### config.mk
export PLATFORM = sky130hd
export DESIGN_NAME = trap_arb
export DESIGN_NICKNAME = d
export VERILOG_FILES = /design/src/rtl/trap_arb_pkg.sv /design/src/rtl/trap_pend_reg.sv /design/src/rtl/trap_prio_pick.sv /design/src/rtl/trap_svc_lut.sv /design/src/rtl/trap_arb.sv
export SDC_FILE = /design/constraint.sdc
export NUM_CORES = 1
export LEC_CHECK = 0
export BUFFER_PORTS_ARGS = -buffer_cell sky130_fd_sc_hd__clkbuf_2
export CAP_MARGIN = 20
export CORE_MARGIN = 1.5
export CORE_UTILIZATION = 50
export DETAILED_ROUTE_END_ITERATION = 10
export GPL_TIMING_DRIVEN = 0
export PLACE_DENSITY = 0.85
export RECOVER_POWER = 25
export SLEW_MARGIN = 20
export SYNTH_ARGS = -nofsm -noshare
export SYNTH_HDL_FRONTEND = slang
export SYNTH_SLANG_ARGS = --single-unit
export TNS_END_PERCENT = 50
### constraint.sdc
create_clock -name clk_i -period 5 [get_ports clk_i]
set_input_delay 0.75 -clock clk_i [delete_from_list [all_inputs] [get_ports clk_i]]
set_output_delay 0.75 -clock clk_i [all_outputs]
set_load 0.05 [all_outputs]
### src/rtl/trap_arb_pkg.sv
package trap_arb_pkg;
  localparam int NSRC  = 15;
  localparam int IDX_W = $clog2(NSRC);
  localparam int VEC_W = 16;

  typedef enum logic [IDX_W-1:0] {
    SRC_RED = 4'd0, SRC_ODD = 4'd1, SRC_NXM = 4'd2, SRC_MME = 4'd3,
    SRC_PAR = 4'd4, SRC_PRV = 4'd5, SRC_ILL = 4'd6, SRC_BPT = 4'd7,
    SRC_IOT = 4'd8, SRC_EMT = 4'd9, SRC_TRP = 4'd10, SRC_TRC = 4'd11,
    SRC_YEL = 4'd12, SRC_PWR = 4'd13, SRC_FPE = 4'd14
  } src_e;

  localparam logic [NSRC-1:0] TRC_BIT = NSRC'(1) << SRC_TRC;
  localparam logic [NSRC-1:0] YEL_BIT = NSRC'(1) << SRC_YEL;

  function automatic logic [VEC_W-1:0] vec_of(input logic [IDX_W-1:0] s);
    case (s)
      SRC_MME: vec_of = VEC_W'('o250);
      SRC_PAR: vec_of = VEC_W'('o114);
      SRC_ILL: vec_of = VEC_W'('o10);
      SRC_BPT, SRC_TRC: vec_of = VEC_W'('o14);
      SRC_IOT: vec_of = VEC_W'('o20);
      SRC_EMT: vec_of = VEC_W'('o30);
      SRC_TRP: vec_of = VEC_W'('o34);
      SRC_PWR: vec_of = VEC_W'('o24);
      SRC_FPE: vec_of = VEC_W'('o244);
      default: vec_of = VEC_W'('o4);
    endcase
  endfunction

  // companion requests dropped when source s is taken
  function automatic logic [NSRC-1:0] clr_of(input logic [IDX_W-1:0] s);
    logic [NSRC-1:0] self;
    self = NSRC'(1) << s;
    if (s <= SRC_PAR) begin
      // aborts: self and every abort below it up to parity, plus trace, yellow
      clr_of = (~((NSRC'(1) << s) - NSRC'(1)) & NSRC'(5'h1F)) | TRC_BIT | YEL_BIT;
    end else if (s <= SRC_TRP) begin
      clr_of = self | TRC_BIT;
    end else begin
      clr_of = self;
    end
  endfunction

  // instruction traps do not log their vector
  function automatic logic logs_of(input logic [IDX_W-1:0] s);
    logs_of = !(s >= SRC_PRV && s <= SRC_TRP);
  endfunction
endpackage

### src/rtl/trap_pend_reg.sv
module trap_pend_reg #(
  parameter int N = 15
) (
  input  logic         clk_i,
  input  logic         rst_ni,
  input  logic [N-1:0] set_i,
  input  logic [N-1:0] clr_i,
  input  logic         kstk_i,
  output logic [N-1:0] pend_o
);
  logic [N-1:0] pend_q, pend_d;

  always_comb begin
    if (kstk_i) pend_d = N'(1);
    else        pend_d = (pend_q & ~clr_i) | set_i;
  end

  always_ff @(posedge clk_i or negedge rst_ni) begin
    if (!rst_ni) pend_q <= '0;
    else         pend_q <= pend_d;
  end

  assign pend_o = pend_q;

  a_r9_kstk_only_red: assert property (@(posedge clk_i) disable iff (!rst_ni)
    kstk_i |=> (pend_q == N'(1)));
  a_r2_hold_idle: assert property (@(posedge clk_i) disable iff (!rst_ni)
    (!kstk_i && set_i == '0 && clr_i == '0) |=> $stable(pend_q));
  a_r8_set_kept: assert property (@(posedge clk_i) disable iff (!rst_ni)
    (!kstk_i && set_i != '0) |=> ((pend_q & $past(set_i)) == $past(set_i)));
endmodule

### src/rtl/trap_prio_pick.sv
module trap_prio_pick #(
  parameter int N = 15,
  localparam int IW = $clog2(N)
) (
  input  logic          clk_i,
  input  logic          rst_ni,
  input  logic [N-1:0]  pend_i,
  output logic [N-1:0]  grant_o,
  output logic [IW-1:0] idx_o,
  output logic          none_o
);
  logic [N:0] blocked;
  assign blocked[0] = 1'b0;

  for (genvar i = 0; i < N; i++) begin : g_chain
    assign grant_o[i]   = pend_i[i] & ~blocked[i];
    assign blocked[i+1] = blocked[i] | pend_i[i];
  end

  always_comb begin
    idx_o = '0;
    for (int i = 0; i < N; i++)
      if (grant_o[i]) idx_o = idx_o | IW'(i);
  end

  assign none_o = ~blocked[N];

  a_r3_one_grant: assert property (@(posedge clk_i) disable iff (!rst_ni)
    $onehot0(grant_o) && ((grant_o & ~pend_i) == '0));
  a_r3_none_iff_empty: assert property (@(posedge clk_i) disable iff (!rst_ni)
    none_o == (grant_o == '0));
endmodule

### src/rtl/trap_svc_lut.sv
module trap_svc_lut
  import trap_arb_pkg::*;
(
  input  logic             clk_i,
  input  logic             rst_ni,
  input  logic [IDX_W-1:0] idx_i,
  input  logic             none_i,
  input  logic             svc_i,
  input  logic             frozen_i,
  output logic [VEC_W-1:0] vec_o,
  output logic [NSRC-1:0]  clr_o,
  output logic             clr_sr1_o,
  output logic             ld_sr2_o
);
  logic take;
  assign take      = svc_i & ~none_i;
  assign vec_o     = none_i ? '0 : vec_of(idx_i);
  assign clr_o     = take ? clr_of(idx_i) : '0;
  assign clr_sr1_o = take & ~frozen_i;
  assign ld_sr2_o  = clr_sr1_o & logs_of(idx_i);

  a_r12_frozen_quiet: assert property (@(posedge clk_i) disable iff (!rst_ni)
    frozen_i |-> (!clr_sr1_o && !ld_sr2_o));
  a_r11_ld_needs_clr: assert property (@(posedge clk_i) disable iff (!rst_ni)
    ld_sr2_o |-> clr_sr1_o);
  a_r13_idle_svc: assert property (@(posedge clk_i) disable iff (!rst_ni)
    none_i |-> (clr_o == '0 && vec_o == '0 && !clr_sr1_o));
endmodule

### src/rtl/trap_arb.sv
module trap_arb
  import trap_arb_pkg::*;
(
  input  logic             clk_i,
  input  logic             rst_ni,
  input  logic [NSRC-1:0]  set_i,
  input  logic             svc_i,
  input  logic             kstk_abort_i,
  input  logic             frozen_i,
  output logic [NSRC-1:0]  pend_o,
  output logic             none_o,
  output logic [IDX_W-1:0] sel_o,
  output logic [VEC_W-1:0] vec_o,
  output logic             clr_sr1_o,
  output logic             ld_sr2_o
);
  logic [NSRC-1:0]  pend, grant, clr;
  logic [IDX_W-1:0] idx;
  logic             none;

  trap_pend_reg #(.N(NSRC)) i_pend (
    .clk_i, .rst_ni, .set_i, .clr_i(clr), .kstk_i(kstk_abort_i), .pend_o(pend)
  );

  trap_prio_pick #(.N(NSRC)) i_pick (
    .clk_i, .rst_ni, .pend_i(pend), .grant_o(grant), .idx_o(idx), .none_o(none)
  );

  trap_svc_lut i_lut (
    .clk_i, .rst_ni, .idx_i(idx), .none_i(none), .svc_i, .frozen_i,
    .vec_o, .clr_o(clr), .clr_sr1_o, .ld_sr2_o
  );

  assign pend_o = pend;
  assign none_o = none;
  assign sel_o  = idx;

  a_r6_taken_cleared: assert property (@(posedge clk_i) disable iff (!rst_ni)
    (svc_i && !none && !kstk_abort_i && !set_i[idx]) |=> !pend[$past(idx)]);
  a_r3_sel_is_pending: assert property (@(posedge clk_i) disable iff (!rst_ni)
    !none |-> (pend[idx] && grant[idx]));
  a_r1_none_zero_vec: assert property (@(posedge clk_i) disable iff (!rst_ni)
    none |-> (vec_o == '0));
endmodule

# After elaboration in Yosys (flattened, before gate mapping)
# Memory sizes are Yosys's and may differ from the RTL's.
# Cells that the tools add are included.
# Widths: inputs -> output; s select.
[op_classes] muxes=19 bitwise_logic=51 n_div=0 n_shift=1 reduce_logical=2 n_eq_ne=0 addsub=1 n_mul=0 order_cmp=3
[ops] cell="$mux 15" n=3
[ops] cell="$mux 4" n=7
[ops] cell="$and 1x1->1" n=17
[ops] cell="$mux 16" n=1
[ops] cell="$not 1->1" n=16
[ops] cell="$and 15x15->15" n=1
[ops] cell="$not 15->15" n=1
[ops] cell="$or 15x15->15" n=1
[ops] cell="$shl 1x4->15 const A" n=1
[ops] cell="$or 1x1->1" n=14
[ops] cell="$mux 12" n=1
[ops] cell="$mux 3" n=4
[ops] cell="$not 5->5" n=1
[ops] cell="$sub 5x1->5 const B" n=1
[ops] cell="$ge 4x3->1 const B" n=1
[ops] cell="$le 4x3->1 const B" n=1
[ops] cell="$le 4x4->1 const B" n=1
[ops] cell="$mux 2" n=2
[ops] cell="$logic_and 1x1->1" n=1
[ops] cell="$logic_not 1->1" n=1
[ops] cell="$mux 1" n=1
[word_totals] elab_cells=79 register_bits=15 latchBits=0 romBits=96 in_bits=20 n_memories=1 out_inout_bits=38 ram_bits=0
[memory_table] name="(name not given)" words=16 width=6 rd=1 rd_clocked_by_memory_dff=0 write_ports=0 line="trap_arb_pkg.sv:17" text="case (s)"

# Depth between registers and ports, before layout
[logic_depth] ltp_word=25 mapped_depth=12 ltp_nobuf=11

# Modules after synthesis
# Synthesis repeated with hierarchy kept, for this count alone.
[unflattened] cells_unflattened=182 area_unflattened_um2=1348.8
[by_module_without_submodules] module="trap_pend_reg" area_each_um2=609.3 cells_per_inst=61 n_inst=1 seq_area_each_um2=375.4
[by_module_without_submodules] module="trap_svc_lut" area_each_um2=436.7 cells_per_inst=73 n_inst=1 seq_area_each_um2=0.0
[by_module_without_submodules] module="trap_prio_pick" area_each_um2=302.8 cells_per_inst=48 n_inst=1 seq_area_each_um2=0.0

# Worst setup path after synthesis
# Ideal clock, no wire load.
[synth_timing] path_type="flip-flop to output port" start="reg i_pend.pend_q[8], in the netlist i_pend.pend_o[8]" end="out ld_sr2_o" path_stages_with_launch=6 n_path_buf=0 setup_slack_ps=590 t_required_ps=4250 arrival_time_ps=3660 cell_sequence="dfrtp_1 nor4_1 nand3_1 nor2_1 nor3_1 nor3b_1"
[synth_via] elab_cells_between_ends=34 cone_classes="order compare (2); mux (7); bitwise (23); reduce/logical (2)"
[synth_lines] element="from (decl)" line="trap_pend_reg.sv:11" text="logic [N-1:0] pend_q, pend_d;"
[synth_lines] element="from (signal assigned)" line="trap_pend_reg.sv:20" text="else pend_q <= pend_d;"
[synth_lines] element="$or 1x1->1 (7 in series)" line="trap_prio_pick.sv:17" text="assign blocked[i+1] = blocked[i] | pend_i[i];"
[synth_lines] element="$and 1x1->1" line="trap_svc_lut.sv:16" text="assign take = svc_i & ~none_i;"
[synth_lines] element="$and 1x1->1" line="trap_svc_lut.sv:19" text="assign clr_sr1_o = take & ~frozen_i;"
[synth_lines] element="net clr_sr1_o" line="trap_arb.sv:14" text="output logic clr_sr1_o,"
[synth_lines] element="$and 1x1->1" line="trap_svc_lut.sv:20" text="assign ld_sr2_o = clr_sr1_o & logs_of(idx_i);"
[synth_lines] element="to (decl)" line="trap_arb.sv:15" text="output logic ld_sr2_o"
# The timed path passes the listed nets, and every way through them passes these cells.

# Worst setup path after layout
[layout_timing] start="reg i_pend.pend_q[2], in the netlist i_pend.pend_o[2]" end="out vec_o[3]"
[layout_via] elab_chain_len=17 elab_cells_between_ends=53 cone_classes="mux (14); bitwise (38); memory (1)"
[layout_rtl] element="$or 1x1->1" line="trap_prio_pick.sv:17"
[layout_rtl] element="$or 1x1->1 or $not 1->1 (tied branches)" line="trap_prio_pick.sv:17, trap_prio_pick.sv:16"
[layout_rtl] element="$not 1->1 (tied with other cells)" line="trap_prio_pick.sv:16" text="assign grant_o[i] = pend_i[i] & ~blocked[i];"
[layout_rtl] element="$and 1x1->1 (tied with other cells)" line="trap_prio_pick.sv:16"
[layout_rtl] element="$mux 3 (tied with other cells) (4 in series)" line="trap_prio_pick.sv:23" text="if (grant_o[i]) idx_o = idx_o | IW'(i);"
[layout_rtl] element="$mux 4 (tied with other cells) (5 in series)" line="trap_prio_pick.sv:23"
[layout_rtl] element="$mux 4 or $and 1x1->1 (tied branches)" line="trap_prio_pick.sv:23, trap_prio_pick.sv:16"
[layout_rtl] element="$mux 4" line="trap_prio_pick.sv:23"
[layout_rtl] element="$mem_v2 16x6"
[layout_rtl] element="$mux 16 *" line="trap_svc_lut.sv:17" text="assign vec_o = none_i ? '0 : vec_of(idx_i);"
[layout_rtl] element="to (decl)" line="trap_arb.sv:13" text="output logic [VEC_W-1:0] vec_o,"
# Every way passes the cells marked *; elsewhere a longest branch is shown, timed or not.

==> qor.csv <==
metric,value,unit
status,finished clean,
crit_path_cell_trace,"nor4_4, nand2_4, o311ai_4, buf_6, a21oi_1, o221ai_1, clkbuf_2",
ctsRootBufferMaster,clkbuf_4,
ir_drop,0.000202,V
cpPeakStageDelay,630,ps
cts_resized,0,
clockBufferDepth,2,
total_power,365,uW
initial_utilization,0.542,
r2r_cells,10,
boundaryPins,58,
clock_skew,3.14,ps
synth-warning-count,0,
critical-path-slowest-cell,nor4_4,
finalWorstPathRequiredPeriod,3650,ps
post_drt_wl_per_cell,14.6,microns
vias_per_cell,5.73,
dp_hpwl,2570,microns
vias,1336,
clock_latency,290,ps
synth_enable_flop_cells,0,
grt_antenna_before_repair,0,
portBuffers,46,
place.gp.congestion,0.945,
cts.sinks,15,
seq_area_frac_synth,0.304,
areaGrowthSynthToFinish,26.4,%
yosys.area_share.simple,0.297,
largest_register_ffs,15,
hold_path.class,in2async,
powerDensity,234,nW/um^2
post_syn_area_per_cell,8.45,sq um
netlist-cell-type-count,50,
grt_start_max_net_pins,16,
die_w,52.7,microns
tritoncts,built,
via_count_of_the_first_global_routing_pass,1158,
area_fraction_in_compound_gates_after_synthesis,0.249,
design.final.nets,227,
global_route.overflow_total,0,
clkSlewWorstSetupHoldPaths,100,ps
syn-instance-count,146,
critical_path.startpoint_type,flip-flop,
multiInputGateArea,742,sq um
synth_area,1230,sq um
worst_pin_slew,872,ps
cts-buffers-inserted,3,
highest_attainable_clock_frequency,274,MHz
layout.area.seq,375,sq um
final_period_util,0.730,
synth-seq-cells,15,
floorplan.die_area,2770,sq um
combinational_family_with_the_most_area_after_synthesis,simple AND/OR/NAND/NOR gates,
gr-usage-all-layers,0.257,
ys_async_sr_fraction,1.00,
cap_violations,0,
number_of_setup_violations_in_the_final_report,0,
antenna_cells,0,
critPathRequiredTime,4250,ps
timing.max_slew.rel_slack,0.419,
drt_drc_violations_left,0,
die_h,52.7,microns
grt_pass1_wl,5250,microns
ant_nets,0,
finalHoldViolations,0,
cts-htree-levels,1,
post_cts_buffers,0,
layout.cells.most_common_list,"clkbuf_2 (45), nor2_1 (20), dfrtp_1 (15)",
post_synthesis_share_of_cell_area_spent_on_xor_and_xnor_gates,0.0142,
wirelength,3390,microns
nFillCells,172,
worstPathMaxFanout,10,
critPathCaptureType,output pin,
layout_cells_sized_above_1,0.366,
finalSetupTns,0,ps
drt_pass1_iterations,7,
final_max_slew_viol_count,0,
synth_flop_cell,dfrtp_1,
drt_first_iter_violations,63,
timing.setup.critical_path_class,reg2out,
synthMuxAreaShare,0,
fp-row-count,17,
layout.cells.most_common,clkbuf_2,
rsz_0062_raised_after_global_routing,false,
total_leakage_power,0.000788,uW
synth_fa_ha_area_frac,0.0101,
fp.coreArea,2280,sq um
post_cts_hold_buffer_count,0,
worst_ep_arrival_time,2900,ps
logic make-up (layout without fill, tap and decap cells):
kind of cell,Yosys count,in the layout
simple gates,63,63
fa+ha+maj,1,1
xor+xnor,2,2
other cells,1,10
flops,15,15
buf+inv,25,75
compound gates,39,39
worst paths after layout:
kind                              startpoint           endpoint  slack [ps]
min                                   rst_ni  i_pend.pend_o[14]         540
max in group asynchronous             rst_ni   i_pend.pend_o[2]        3930
max reg2reg                 i_pend.pend_o[2]   i_pend.pend_o[4]        2090
max                         i_pend.pend_o[2]           vec_o[3]        1350
min in group clk_i         i_pend.pend_o[12]  i_pend.pend_o[12]         620
min reg2reg                i_pend.pend_o[12]  i_pend.pend_o[12]         620
through the flow:
stage,util,cells,area [sq um],setup slack [ps],hold WS [ps]
6_report,0.685,233,1560,1350,537
5_1_grt,0.685,233,1560,1220,626
4_1_cts,0.686,233,1560,1410,379
3_5_place_dp,0.673,229,1530,1750,608
3_3_place_gp,0.673,229,1530,1780,590
2_1_floorplan,-,155,1270,590,454
final cells by class:
class,instances,share of cell area
clock inverter,1,0.00321
tap,28,0.0225
clock buffer,3,0.0144
timing repair buffer,46,0.147
sequential,15,0.241
inverter,10,0.0241
multi-input combinational,115,0.476
buffer,15,0.0722
cell usage after synthesis, types with 4 or more instances:
cell / instances / area [sq um]
o31ai_1: 4 / 30.0
inv_1: 9 / 33.8
dfrtp_1: 15 / 375
nand2b_1: 4 / 25.0
a211oi_1: 4 / 30.0
or4_1: 4 / 30.0
nand2_1: 8 / 30.0
nor3_1: 6 / 30.0
buf_4: 11 / 82.6
a21oi_1: 10 / 50.1
nor2_1: 20 / 75.1
worst max-delay path, delay by kind of cell (launching register included):
family / cells / cell delay [ps]
compound gates: 3 / 800
buf+inv: 2 / 540
flops: 1 / 490
simple gates: 2 / 780
power breakdown:
part           leakage (uW)  internal [uW]  switching (uW)  total [uW]
sequential         0.000186            130            16.9         146
clock             0.0000177           29.8            43.1        72.9
combinational      0.000585           42.2             103         146
total              0.000788            202             163         365
metal layers:
layer / share of wire / vias to the layer above / wire [microns] / track usage
li1: - / 636 / - / -
met1: 0.41 / 617 / 1410 / 0.348
met2: 0.48 / 75 / 1620 / 0.406
met3: 0.088 / 8 / 300 / 0.0314
met4: 0.018 / 0 / 62 / 0.120
met5: 0 / - / 0 / 0
Note: power is estimated with default switching activity, not from simulation.
